--- config.mk ---
export PLATFORM = sky130hd
export DESIGN_NAME = burst_read_seq
export DESIGN_NICKNAME = d
export VERILOG_FILES = /design/src/rtl/bseq_pkg.sv /design/src/rtl/bseq_cfg.sv /design/src/rtl/bseq_timer.sv /design/src/rtl/bseq_addr_gen.sv /design/src/rtl/burst_read_seq.sv
export SDC_FILE = /design/constraint.sdc
export NUM_CORES = 1
export LEC_CHECK = 0
export CAP_MARGIN = 30
export CORE_MARGIN = 2
export CORE_UTILIZATION = 45
export DETAILED_ROUTE_END_ITERATION = 10
export DONT_BUFFER_PORTS = 1
export MAX_ROUTING_LAYER = met4
export SYNTH_ARGS = -nofsm -noshare
export SYNTH_HDL_FRONTEND = slang
export SYNTH_HIERARCHICAL = 1
export SYNTH_SLANG_ARGS = --single-unit
--- constraint.sdc ---
create_clock -name clk -period 4.5 [get_ports clk]
set_clock_uncertainty 0.1 [all_clocks]
set_input_delay 0.675 -clock clk [delete_from_list [all_inputs] [get_ports clk]]
set_output_delay 0.675 -clock clk [all_outputs]
set_load 0.005 [all_outputs]
--- src/rtl/bseq_pkg.sv ---
package bseq_pkg;
   typedef enum logic [1:0] {
      BM_CONT   = 2'b00,
      BM_WRAP8  = 2'b01,
      BM_WRAP16 = 2'b10,
      BM_WRAP32 = 2'b11
   } burst_mode_e;

   typedef enum logic [1:0] {
      ST_IDLE  = 2'b00,
      ST_WAIT  = 2'b01,
      ST_BURST = 2'b10
   } seq_state_e;

   localparam int          LAT_CODE_W     = 3;
   localparam logic [2:0]  LAT_CODE_RESET = 3'b101;
   localparam int          LAT_MIN        = 2;
   localparam int          LAT_MAX_CODE   = 5;
   localparam int          WRAP_LOG_MIN   = 3;
   localparam int          NUM_WRAP       = 3;
   localparam int          BLOCK_LOG      = 6;
endpackage

--- src/rtl/bseq_cfg.sv ---
module bseq_cfg
   import bseq_pkg::*;
#(
   parameter int CODE_W   = LAT_CODE_W,
   parameter int CNT_W    = 3,
   parameter int MIN_LAT  = LAT_MIN,
   parameter int MAX_CODE = LAT_MAX_CODE
) (
   input  logic              clk,
   input  logic              rst_n,
   input  logic              we,
   input  logic [CODE_W-1:0] lat_code_in,
   input  logic [1:0]        mode_in,
   output logic [CNT_W-1:0]  lat_cycles,
   output burst_mode_e       mode_q
);
   localparam int TOP_LAT = MAX_CODE + MIN_LAT;

   if (TOP_LAT >= (1 << CNT_W)) begin : g_bad_cnt
      $error("bseq_cfg: CNT_W too narrow for the largest latency");
   end
   if (MIN_LAT < 2) begin : g_bad_min
      $error("bseq_cfg: latency below 2 cycles is not supported");
   end

   logic [CODE_W-1:0] code_q;

   always_ff @(posedge clk or negedge rst_n) begin
      if (!rst_n) begin
         code_q <= CODE_W'(LAT_CODE_RESET);
         mode_q <= BM_CONT;
      end else if (we) begin
         code_q <= lat_code_in;
         mode_q <= burst_mode_e'(mode_in);
      end
   end

   always_comb begin
      if (int'(code_q) > MAX_CODE)
         lat_cycles = CNT_W'(TOP_LAT);
      else
         lat_cycles = CNT_W'(int'(code_q) + MIN_LAT);
   end
endmodule

--- src/rtl/bseq_timer.sv ---
module bseq_timer
   import bseq_pkg::*;
#(
   parameter int CNT_W = 3
) (
   input  logic             clk,
   input  logic             rst_n,
   input  logic             enable,
   input  logic             strobe,
   input  logic [CNT_W-1:0] lat_cycles,
   output logic             step,
   output logic             ready
);
   seq_state_e       state_q;
   logic [CNT_W-1:0] cnt_q;
   logic             last_wait;

   assign last_wait = (state_q == ST_WAIT) && (cnt_q == lat_cycles - CNT_W'(1));
   assign step      = enable && !strobe && (last_wait || state_q == ST_BURST);

   always_ff @(posedge clk or negedge rst_n) begin
      if (!rst_n) begin
         state_q <= ST_IDLE;
         cnt_q   <= '0;
         ready   <= 1'b0;
      end else if (!enable) begin
         state_q <= ST_IDLE;
         cnt_q   <= '0;
         ready   <= 1'b0;
      end else if (strobe) begin
         state_q <= ST_WAIT;
         cnt_q   <= '0;
         ready   <= 1'b0;
      end else begin
         case (state_q)
            ST_WAIT: begin
               if (last_wait) begin
                  state_q <= ST_BURST;
                  ready   <= 1'b1;
               end else begin
                  cnt_q <= cnt_q + CNT_W'(1);
               end
            end
            ST_BURST: ready <= 1'b1;
            default: begin
               state_q <= ST_IDLE;
               ready   <= 1'b0;
            end
         endcase
      end
   end
endmodule

--- src/rtl/bseq_addr_gen.sv ---
module bseq_addr_gen
   import bseq_pkg::*;
#(
   parameter int AW = 10
) (
   input  logic          clk,
   input  logic          rst_n,
   input  logic          load,
   input  logic [AW-1:0] load_addr,
   input  logic          step,
   input  burst_mode_e   mode,
   output logic [AW-1:0] addr_q
);
   if (AW < BLOCK_LOG) begin : g_bad_aw
      $error("bseq_addr_gen: AW must cover at least one 64-word block");
   end

   logic [AW-1:0] wrap_nx [NUM_WRAP];
   logic [AW-1:0] next_addr;

   for (genvar g = 0; g < NUM_WRAP; g++) begin : g_wrap
      localparam int GB = WRAP_LOG_MIN + g;
      logic [GB-1:0] low_inc;
      assign low_inc    = addr_q[GB-1:0] + GB'(1);
      assign wrap_nx[g] = {addr_q[AW-1:GB], low_inc};
   end

   always_comb begin
      case (mode)
         BM_WRAP8:  next_addr = wrap_nx[0];
         BM_WRAP16: next_addr = wrap_nx[1];
         BM_WRAP32: next_addr = wrap_nx[2];
         default:   next_addr = addr_q + AW'(1);
      endcase
   end

   always_ff @(posedge clk or negedge rst_n) begin
      if (!rst_n)    addr_q <= '0;
      else if (load) addr_q <= load_addr;
      else if (step) addr_q <= next_addr;
   end
endmodule

--- src/rtl/burst_read_seq.sv ---
module burst_read_seq
   import bseq_pkg::*;
#(
   parameter int AW = 10,
   parameter int DW = 16
) (
   input  logic                  clk,
   input  logic                  rst_n,
   input  logic                  cfg_we,
   input  logic [LAT_CODE_W-1:0] cfg_lat_code,
   input  logic [1:0]            cfg_mode,
   input  logic                  chip_en,
   input  logic                  addr_valid,
   input  logic [AW-1:0]         start_addr,
   output logic [AW-1:0]         mem_addr,
   input  logic [DW-1:0]         mem_rdata,
   output logic [DW-1:0]         rd_data,
   output logic                  rd_ready
);
   localparam int CNT_W = $clog2(LAT_MAX_CODE + LAT_MIN + 1);

   if (DW < 1) begin : g_bad_dw
      $error("burst_read_seq: DW must be positive");
   end

   logic             strobe_ok;
   logic             step;
   logic [CNT_W-1:0] lat_cycles;
   burst_mode_e      mode_q;

   assign strobe_ok = chip_en && addr_valid;
   assign rd_data   = mem_rdata;

   bseq_cfg #(.CNT_W(CNT_W)) u_cfg (
      .clk         (clk),
      .rst_n       (rst_n),
      .we          (cfg_we),
      .lat_code_in (cfg_lat_code),
      .mode_in     (cfg_mode),
      .lat_cycles  (lat_cycles),
      .mode_q      (mode_q)
   );

   bseq_timer #(.CNT_W(CNT_W)) u_timer (
      .clk        (clk),
      .rst_n      (rst_n),
      .enable     (chip_en),
      .strobe     (strobe_ok),
      .lat_cycles (lat_cycles),
      .step       (step),
      .ready      (rd_ready)
   );

   bseq_addr_gen #(.AW(AW)) u_addr (
      .clk       (clk),
      .rst_n     (rst_n),
      .load      (strobe_ok),
      .load_addr (start_addr),
      .step      (step),
      .mode      (mode_q),
      .addr_q    (mem_addr)
   );
endmodule

==> insert_results.sql, run 1 <==
INSERT INTO impl_metrics (metric_group, metric, value, unit) VALUES
('status', 'run_status', 'finished clean', ''),
('worst_setup_path', 'worst-endpoint-arrival', '3550', 'ps'),
('worst_setup_path', 'path_cells', 'ha_1 > or2_2 > inv_1 > ha_1 > xor3_2 > nor4b_1 > o21a_1 > nand3_1 > or4_1 > o211ai_1', ''),
('cts', 'cts_tree', 'yes', ''),
('power_and_ir_drop', 'power_leakage', '0.538', 'nW'),
('grt', 'remaining_global_route_overflow', '0', ''),
('synth', 'yosys_register_bits', '21', ''),
('synth', 'share_of_the_synthesized_area_in_the_top_cell_type', '33.5', '%'),
('cts', 'cts.sink_count', '21', ''),
('cts', 'clkTransAtPathRegs', '120', 'ps'),
('place', 'globalplace.congestion', '0.811', ''),
('worst_setup_path', 'launching_element_of_the_worst_setup_path', 'u_cfg/code_q[1]', ''),
('detailed_routing', 'remaining_drc_errors', '0', ''),
('finish', 'share_of_cells_above_drive_strength_1', '11.2', '%'),
('timing', 'finalHoldViolations', '0', ''),
('timing', 'max-slew-margin-rel', '40.7', '%'),
('timing', 'setup_violations', '0', ''),
('synth', 'yosys_most_used_dff', 'sky130_fd_sc_hd__dfrtp_1', ''),
('worst_setup_path', 'max_stage_delay', '530', 'ps'),
('detailed_routing', 'vias_per_cell', '5.65', ''),
('grt', 'track_usage', '16.7', '%'),
('finish', 'final_nets', '178', ''),
('synth', 'synthArstFlopShare', '100', '%'),
('timing', 'max_clock_freq', '292', 'MHz'),
('timing', 'timing.setup.tns', '0', 'ps'),
('grt', 'number_of_antenna_violations_at_the_first_check_in_global_routing', '0', ''),
('synth', 'synth-seq-area-share', '37.1', '%'),
('synth', 'yosysMostFrequentCell', 'sky130_fd_sc_hd__dfrtp_1', ''),
('floorplan', 'io_pins', '63', ''),
('detailed_routing', 'dr.pass1.iters', '4', ''),
('finish', 'area.sequential', '528', 'µm²'),
('synth', 'ys_top_cells_by_count', 'sky130_fd_sc_hd__dfrtp_1 (19), sky130_fd_sc_hd__buf_4 (16), sky130_fd_sc_hd__nand2_1 (14), sky130_fd_sc_hd__inv_1 (8)', ''),
('worst_setup_path', 'critical-path-top-cell-by-count', 'sky130_fd_sc_hd__ha_1', ''),
('detailed_routing', 'drt.antenna.violating_nets', '0', ''),
('power_and_ir_drop', 'p_sw_share', '30.8', '%'),
('place', 'dpl.hpwl', '1.97', 'mm'),
('synth', 'yosysUniqueCellTypes', '43', ''),
('place', 'buffer_ports.inserted', '0', ''),
('power_and_ir_drop', 'power_switching', '0.000124', 'W'),
('grt', 'grt_pass1_wl', '4.33', 'mm'),
('floorplan', 'start_util', '46.9', '%'),
('timing', 'layout_worst_path_cycle_share', '76.0', '%'),
('place', 'post_dp_cell_area', '0.00134', 'mm²'),
('synth', 'postSynthCellCount', '148', ''),
('power_and_ir_drop', 'p_seq_share', '57.0', '%'),
('finish', 'final_cell_count_no_fill', '178', ''),
('grt', 'grt_pass1_vias', '965', ''),
('power_and_ir_drop', 'power-per-cell-area', '292', 'mW/mm²'),
('worst_setup_path', 'critical_path_peak_fanout', '8', ''),
('worst_setup_path', 'critical_path.n_buffers_inverters', '1', ''),
('worst_setup_path', 'critical_path_required', '4630', 'ps'),
('floorplan', 'die_w', '60.2', 'µm'),
('floorplan', 'die_area', '0.00362', 'mm²'),
('worst_setup_path', 'timing.critical_path.max_delay_family', 'simple AND/OR/NAND/NOR gates', ''),
('worst_setup_path', 'setup.worst_path.class', 'reg2reg', ''),
('detailed_routing', 'wl_per_cell', '15.2', 'µm'),
('synth', 'synthTopCellsByArea', 'sky130_fd_sc_hd__dfrtp_1 (33%), sky130_fd_sc_hd__buf_4 (8.5%), sky130_fd_sc_hd__ha_1 (6.2%)', ''),
('worst_setup_path', 'timing.critical_path.from_type', 'register', ''),
('synth', 'number_of_synthesis_warnings', '6', ''),
('floorplan', 'die_y', '60.2', 'µm'),
('worst_setup_path', 'critPathCaptureType', 'register', ''),
('synth', 'avg_synthesized_cell_area', '9.60', 'µm²'),
('synth', 'synth_edf_count', '0', ''),
('cts', 'cts_max_level', '1', ''),
('cts', 'holdBufCountCts', '1', ''),
('job', 'drv_cap', '0', ''),
('finish', 'fin_area', '0.00138', 'mm²'),
('detailed_routing', 'route.vias.total', '1005', ''),
('cts', 'clockBufferDepth', '2', ''),
('finish', 'flow.area_growth_from_synthesis', '-2.91', '%'),
('worst_setup_path', 'crit-reg2reg-launch', 'u_cfg/code_q[1]', '');
## per-layer routing
metal	part of all wire, %	wire length (µm)	global-route usage [%]
met1	47	1280	22.2
met2	44	1190	23.3
met3	8.2	223	4.33
met5	0	0	-
met4	0.88	24	8.25
## sequential cells by signal, indices dropped and copies added, names as in the netlist
register,count
u_addr/addr_q,10
u_cfg/code_q,3
u_cfg/mode_q,2
u_timer/cnt_q,3
u_timer/ready,1
u_timer/state_q,2
## area by class of cell
type | instances | share of cell area [%]
multi-input combinational | 99 | 52.7
sequential | 21 | 38.3
tap | 44 | 3.99
inverter | 9 | 2.45
clock buffer | 4 | 1.90
timing repair buffer | 1 | 0.725
## path summary, 6_finish.rpt
check	end	slack (ps)	cells past startpoint
max	u_addr/addr_q[9]	1080	10
min	u_cfg/code_q[0]	90	0
max reg2reg	u_addr/addr_q[9]	1080	10
min reg2reg	u_timer/ready	460	2
max in group asynchronous	u_cfg/mode_q[0]	2940	1
min in group clk	u_cfg/code_q[1]	350	1
## power groups by stage
stage	combinational (W)	clock, W	sequential [W]
global route	0.0000904	0.000108	0.000234
CTS	0.0000798	0.0000990	0.000230
floorplan	0.0000763	0	0.000227
finish	0.0000792	0.0000937	0.000230
detailed placement	0.0000749	0	0.000234
global placement	0.0000723	0	0.000233
## kinds of logic (layout without fill, tap and decap cells)
family / Yosys count / count (layout) / synth area share [%]
simple gates: 48 / 48 / 19.3
compound gates: 29 / 29 / 14.3
buf+inv: 28 / 14 / 11.7
flops: 21 / 21 / 37.1
mux: 8 / 8 / 5.99
fa+ha+maj: 7 / 7 / 6.16
xor+xnor: 7 / 7 / 5.46
## through the flow
| stage | total power (W) | worst slack (ps) | util [%] | hold WS, ps |
|---|---|---|---|---|
| after floorplan | 0.000303 | 1400 | - | 279 |
| after global placement | 0.000305 | 1280 | 44.4 | 280 |
| after detailed placement | 0.000308 | 1120 | 44.4 | 280 |
| after CTS | 0.000408 | 1090 | 45.6 | 73.2 |
| after global routing | 0.000432 | 838 | 45.6 | 55.8 |
| final | 0.000402 | 1080 | 45.6 | 92.6 |
## worst reg2reg max path: stages, from the launching register on
cell                       delay, ps
sky130_fd_sc_hd__dfrtp_1         430
sky130_fd_sc_hd__ha_1            210
sky130_fd_sc_hd__or2_2           290
sky130_fd_sc_hd__inv_1            60
sky130_fd_sc_hd__ha_1            190
sky130_fd_sc_hd__xor3_2          470
sky130_fd_sc_hd__nor4b_1         320
sky130_fd_sc_hd__o21a_1          280
sky130_fd_sc_hd__nand3_1         280
sky130_fd_sc_hd__or4_1           530
sky130_fd_sc_hd__o211ai_1        180
## cell usage in the layout (no fill, tap or decap), types with 2 or more instances in the layout
cell type / n
sky130_fd_sc_hd__nor2b_1: 3
sky130_fd_sc_hd__mux2i_1: 4
sky130_fd_sc_hd__nor4_1: 2
sky130_fd_sc_hd__dfstp_2: 2
sky130_fd_sc_hd__o31ai_1: 4
sky130_fd_sc_hd__clkbuf_4: 3
sky130_fd_sc_hd__nand2_1: 14
sky130_fd_sc_hd__inv_1: 8
sky130_fd_sc_hd__nand3_1: 4
sky130_fd_sc_hd__mux2_2: 4
sky130_fd_sc_hd__or4_1: 6
sky130_fd_sc_hd__o21ai_0: 7
sky130_fd_sc_hd__o21a_1: 2
sky130_fd_sc_hd__a21oi_1: 3
sky130_fd_sc_hd__nor2_1: 6
sky130_fd_sc_hd__xnor2_1: 5
sky130_fd_sc_hd__o31a_1: 2
sky130_fd_sc_hd__dfrtp_1: 19
sky130_fd_sc_hd__nand2b_1: 2
sky130_fd_sc_hd__a31oi_1: 5
sky130_fd_sc_hd__ha_1: 7
sky130_fd_sc_hd__or2_2: 2
Power figures use the tool's default switching activity.
==> run 2, diff against run 1 <==
==> constraint.sdc (replaced) <==
create_clock -name clk -period 3.35 [get_ports clk]
set_clock_uncertainty 0.1 [all_clocks]
set_input_delay 0.5025 -clock clk [delete_from_list [all_inputs] [get_ports clk]]
set_output_delay 0.5025 -clock clk [all_outputs]
set_load 0.005 [all_outputs]
==> insert_results.sql, run 2 (synthesized netlist as in run 1, its figures left out) <==
INSERT INTO impl_metrics (metric_group, metric, value, unit) VALUES
('status', 'run_status', 'finished clean', ''),
('worst_hold_path', 'timing.hold.worst_endpoint', 'u_cfg/code_q[1]', ''),
('power_and_ir_drop', 'p_sw_share', '31.1', '%'),
('place', 'buffer_ports.inserted', '0', ''),
('cts', 'cts_tree', 'yes', ''),
('detailed_routing', 'postRouteWirelength', '2.72', 'mm'),
('detailed_routing', 'wl_per_cell', '15.1', 'µm'),
('finish', 'final_nets', '180', ''),
('finish', 'nFillCells', '312', ''),
('timing', 'unrepaired_setup_endpoints_after_global_routing', 'false', ''),
('worst_hold_path', 'hold_path_class', 'in2reg', ''),
('power_and_ir_drop', 'power-per-cell-area', '385', 'mW/mm²'),
('worst_setup_path', 'timing.critical_path.from_type', 'register', ''),
('cts', 'clockBufferDepth', '2', ''),
('grt', 'grt_max_degree', '22', ''),
('grt', 'grt_pass1_wl', '4.69', 'mm'),
('cts', 'cts.sink_count', '21', ''),
('grt', 'track_usage', '17.6', '%'),
('finish', 'diodes', '0', ''),
('power_and_ir_drop', 'clock_power_share', '22.8', '%'),
('timing', 'max_clock_freq', '326', 'MHz'),
('place', 'placement_stage_worst_setup_slack', '33.6', 'ps'),
('detailed_routing', 'route.vias.total', '997', ''),
('cts', 'clkTransAtPathRegs', '120', 'ps'),
('power_and_ir_drop', 'power_leakage', '0.551', 'nW'),
('finish', 'fin_area', '0.00142', 'mm²'),
('floorplan', 'start_util', '46.9', '%'),
('worst_hold_path', 'min_from', 'cfg_we', ''),
('finish', 'max_flop_register', 'u_addr/addr_q', ''),
('worst_setup_path', 'critPathCaptureType', 'register', ''),
('cts', 'numCtsBuffers', '3', ''),
('detailed_routing', 'dr.pass1.iters', '4', ''),
('worst_setup_path', 'timing.rr.end', 'u_addr/addr_q[9]', ''),
('timing', 'max-slew-margin-rel', '35.8', '%'),
('detailed_routing', 'vias_per_cell', '5.54', ''),
('worst_setup_path', 'worst-endpoint-arrival', '3200', 'ps'),
('power_and_ir_drop', 'power_report.internal_total', '0.000375', 'W'),
('worst_setup_path', 'r2r.worst_path.cells', '10', ''),
('finish', 'flow.area_growth_from_synthesis', '-0.440', '%'),
('worst_setup_path', 'crit-reg2reg-launch', 'u_cfg/code_q[1]', ''),
('detailed_routing', 'drt.antenna.violating_nets', '0', ''),
('worst_setup_path', 'setup.worst_path.class', 'reg2reg', ''),
('timing', 'post-route-worst-setup-slack', '285', 'ps'),
('floorplan', 'core_area', '0.00303', 'mm²'),
('power_and_ir_drop', 'p_seq_share', '57.0', '%'),
('floorplan', 'die_area', '0.00362', 'mm²'),
('finish', 'layout_commonest_cell', 'sky130_fd_sc_hd__dfrtp_1', ''),
('worst_hold_path', 'hold_path_depth', '1', ''),
('finish', 'largest_register_ffs', '10', ''),
('timing', 'drv_slew', '0', ''),
('cts', 'cts_max_level', '1', ''),
('cts', 'post_cts_buffers', '0', ''),
('timing', 'hold_ws', '179', 'ps'),
('place', 'post_dp_cell_area', '0.00136', 'mm²'),
('job', 'drv_cap', '0', ''),
('power_and_ir_drop', 'total_power', '0.000545', 'W'),
('timing', 'finalHoldViolations', '0', ''),
('place', 'dpl.hpwl', '2.02', 'mm'),
('timing', 'layout_worst_path_cycle_share', '91.5', '%'),
('timing', 'worstMarginPinSlew', '960', 'ps'),
('worst_setup_path', 'rrSetupSlack', '280', 'ps'),
('detailed_routing', 'remaining_drc_errors', '0', ''),
('power_and_ir_drop', 'maximum_vdd_ir_drop', '0.163', 'mV'),
('timing', 'timing.setup.tns', '0', 'ps'),
('cts', 'cts-root-buf', 'sky130_fd_sc_hd__clkbuf_4', ''),
('floorplan', 'die_w', '60.2', 'µm'),
('floorplan', 'io_pins', '63', ''),
('timing', 'setup_violations', '0', ''),
('finish', 'share_of_cells_above_drive_strength_1', '14.7', '%'),
('place', 'globalplace.congestion', '0.807', ''),
('power_and_ir_drop', 'power_switching', '0.000170', 'W'),
('finish', 'layout_top_registers', 'u_addr/addr_q: 10 flops, u_cfg/code_q: 3 flops, u_timer/cnt_q: 3 flops', ''),
('worst_setup_path', 'critical_path_peak_fanout', '8', ''),
('cts', 'insertion_delay', '300', 'ps'),
('power_and_ir_drop', 'comb_power_share', '20.2', '%'),
('detailed_routing', 'drt_iter0_drc', '54', ''),
('worst_setup_path', 'critical_path_required', '3480', 'ps'),
('grt', 'remaining_global_route_overflow', '0', ''),
('grt', 'number_of_antenna_violations_at_the_first_check_in_global_routing', '0', ''),
('floorplan', 'die_y', '60.2', 'µm'),
('floorplan', 'floorplan_row_count', '20', ''),
('finish', 'layout_common_cells', 'sky130_fd_sc_hd__dfrtp_1 (19), sky130_fd_sc_hd__nand2_1 (14), sky130_fd_sc_hd__inv_1 (8)', ''),
('timing', 'period_needed', '3070', 'ps'),
('grt', 'grt_pass1_vias', '1098', '');
==> run 2: changes by cell type in the layout (fill, tap and decap cells not counted), sizes merged <==
| cell | change |
|---|---|
| buf | +2 |
==> run 2: what timing repair did <==
item,4_1_cts,5_1_grt
resized for setup,0,4
hold buffers,1,0
endpoints found under the hold margin,21,0
setup endpoints to repair,0,6
==> run 2: layer usage <==
layer | vias to the layer above | global-route usage (%) | part of all wire (%)
li1 | 490 | - | -
met1 | 459 | 23.4 | 49
met2 | 39 | 25.3 | 43
met3 | 9 | 4.11 | 6.1
met4 | 0 | 7.62 | 1.9
met5 | - | - | 0
==> run 2: layout make-up <==
| type | instances | area [µm²] | area share (%) |
|---|---|---|---|
| multi-input combinational | 99 | 747 | 52.8 |
| timing repair buffer | 3 | 25.0 | 1.77 |
| inverter | 9 | 33.8 | 2.39 |
| clock buffer | 4 | 26.3 | 1.86 |
| sequential | 21 | 528 | 37.3 |
| tap | 44 | 55.1 | 3.89 |
==> run 2: power by group through the flow <==
stage	combinational (W)	clock [W]	sequential [W]
CTS	0.000109	0.000134	0.000309
global placement	0.0000979	0	0.000313
detailed placement	0.000102	0	0.000314
floorplan	0.000102	0	0.000305
global route	0.000127	0.000147	0.000316
finish	0.000110	0.000124	0.000311
==> run 2: worst max-delay path: stages, from the launching register on <==
cell and delay [ps]:
sky130_fd_sc_hd__dfrtp_1 430, sky130_fd_sc_hd__ha_1 220, sky130_fd_sc_hd__or2_2 290, sky130_fd_sc_hd__inv_1 60
sky130_fd_sc_hd__ha_1 200, sky130_fd_sc_hd__xor3_2 380, sky130_fd_sc_hd__nor4b_2 280, sky130_fd_sc_hd__o21a_2 240
sky130_fd_sc_hd__nand3_4 120, sky130_fd_sc_hd__or4_1 490, sky130_fd_sc_hd__o211ai_1 180
==> run 2: worst max-delay path by stage <==
stage                     from               end  slack, ps  depth (start not counted)
6_report       u_cfg/code_q[1]  u_addr/addr_q[9]        280                         10
3_5_place_dp   u_cfg/code_q[1]  u_addr/addr_q[9]         30                         10
4_1_cts        u_cfg/code_q[1]  u_addr/addr_q[9]        0.2                         10
2_1_floorplan  u_cfg/code_q[1]  u_addr/addr_q[9]        250                         10
3_3_place_gp   u_cfg/code_q[1]  u_addr/addr_q[9]        190                         10
5_1_grt        u_cfg/code_q[1]  u_addr/addr_q[8]         50                         10
==> run 2: per-stage QoR <==
step / std cells / util, %
6_report: 180 / 46.7
5_1_grt: 180 / 46.7
4_1_cts: 180 / 46.1
3_5_place_dp: 175 / 44.9
3_3_place_gp: 175 / 44.9
2_1_floorplan: 148 / -
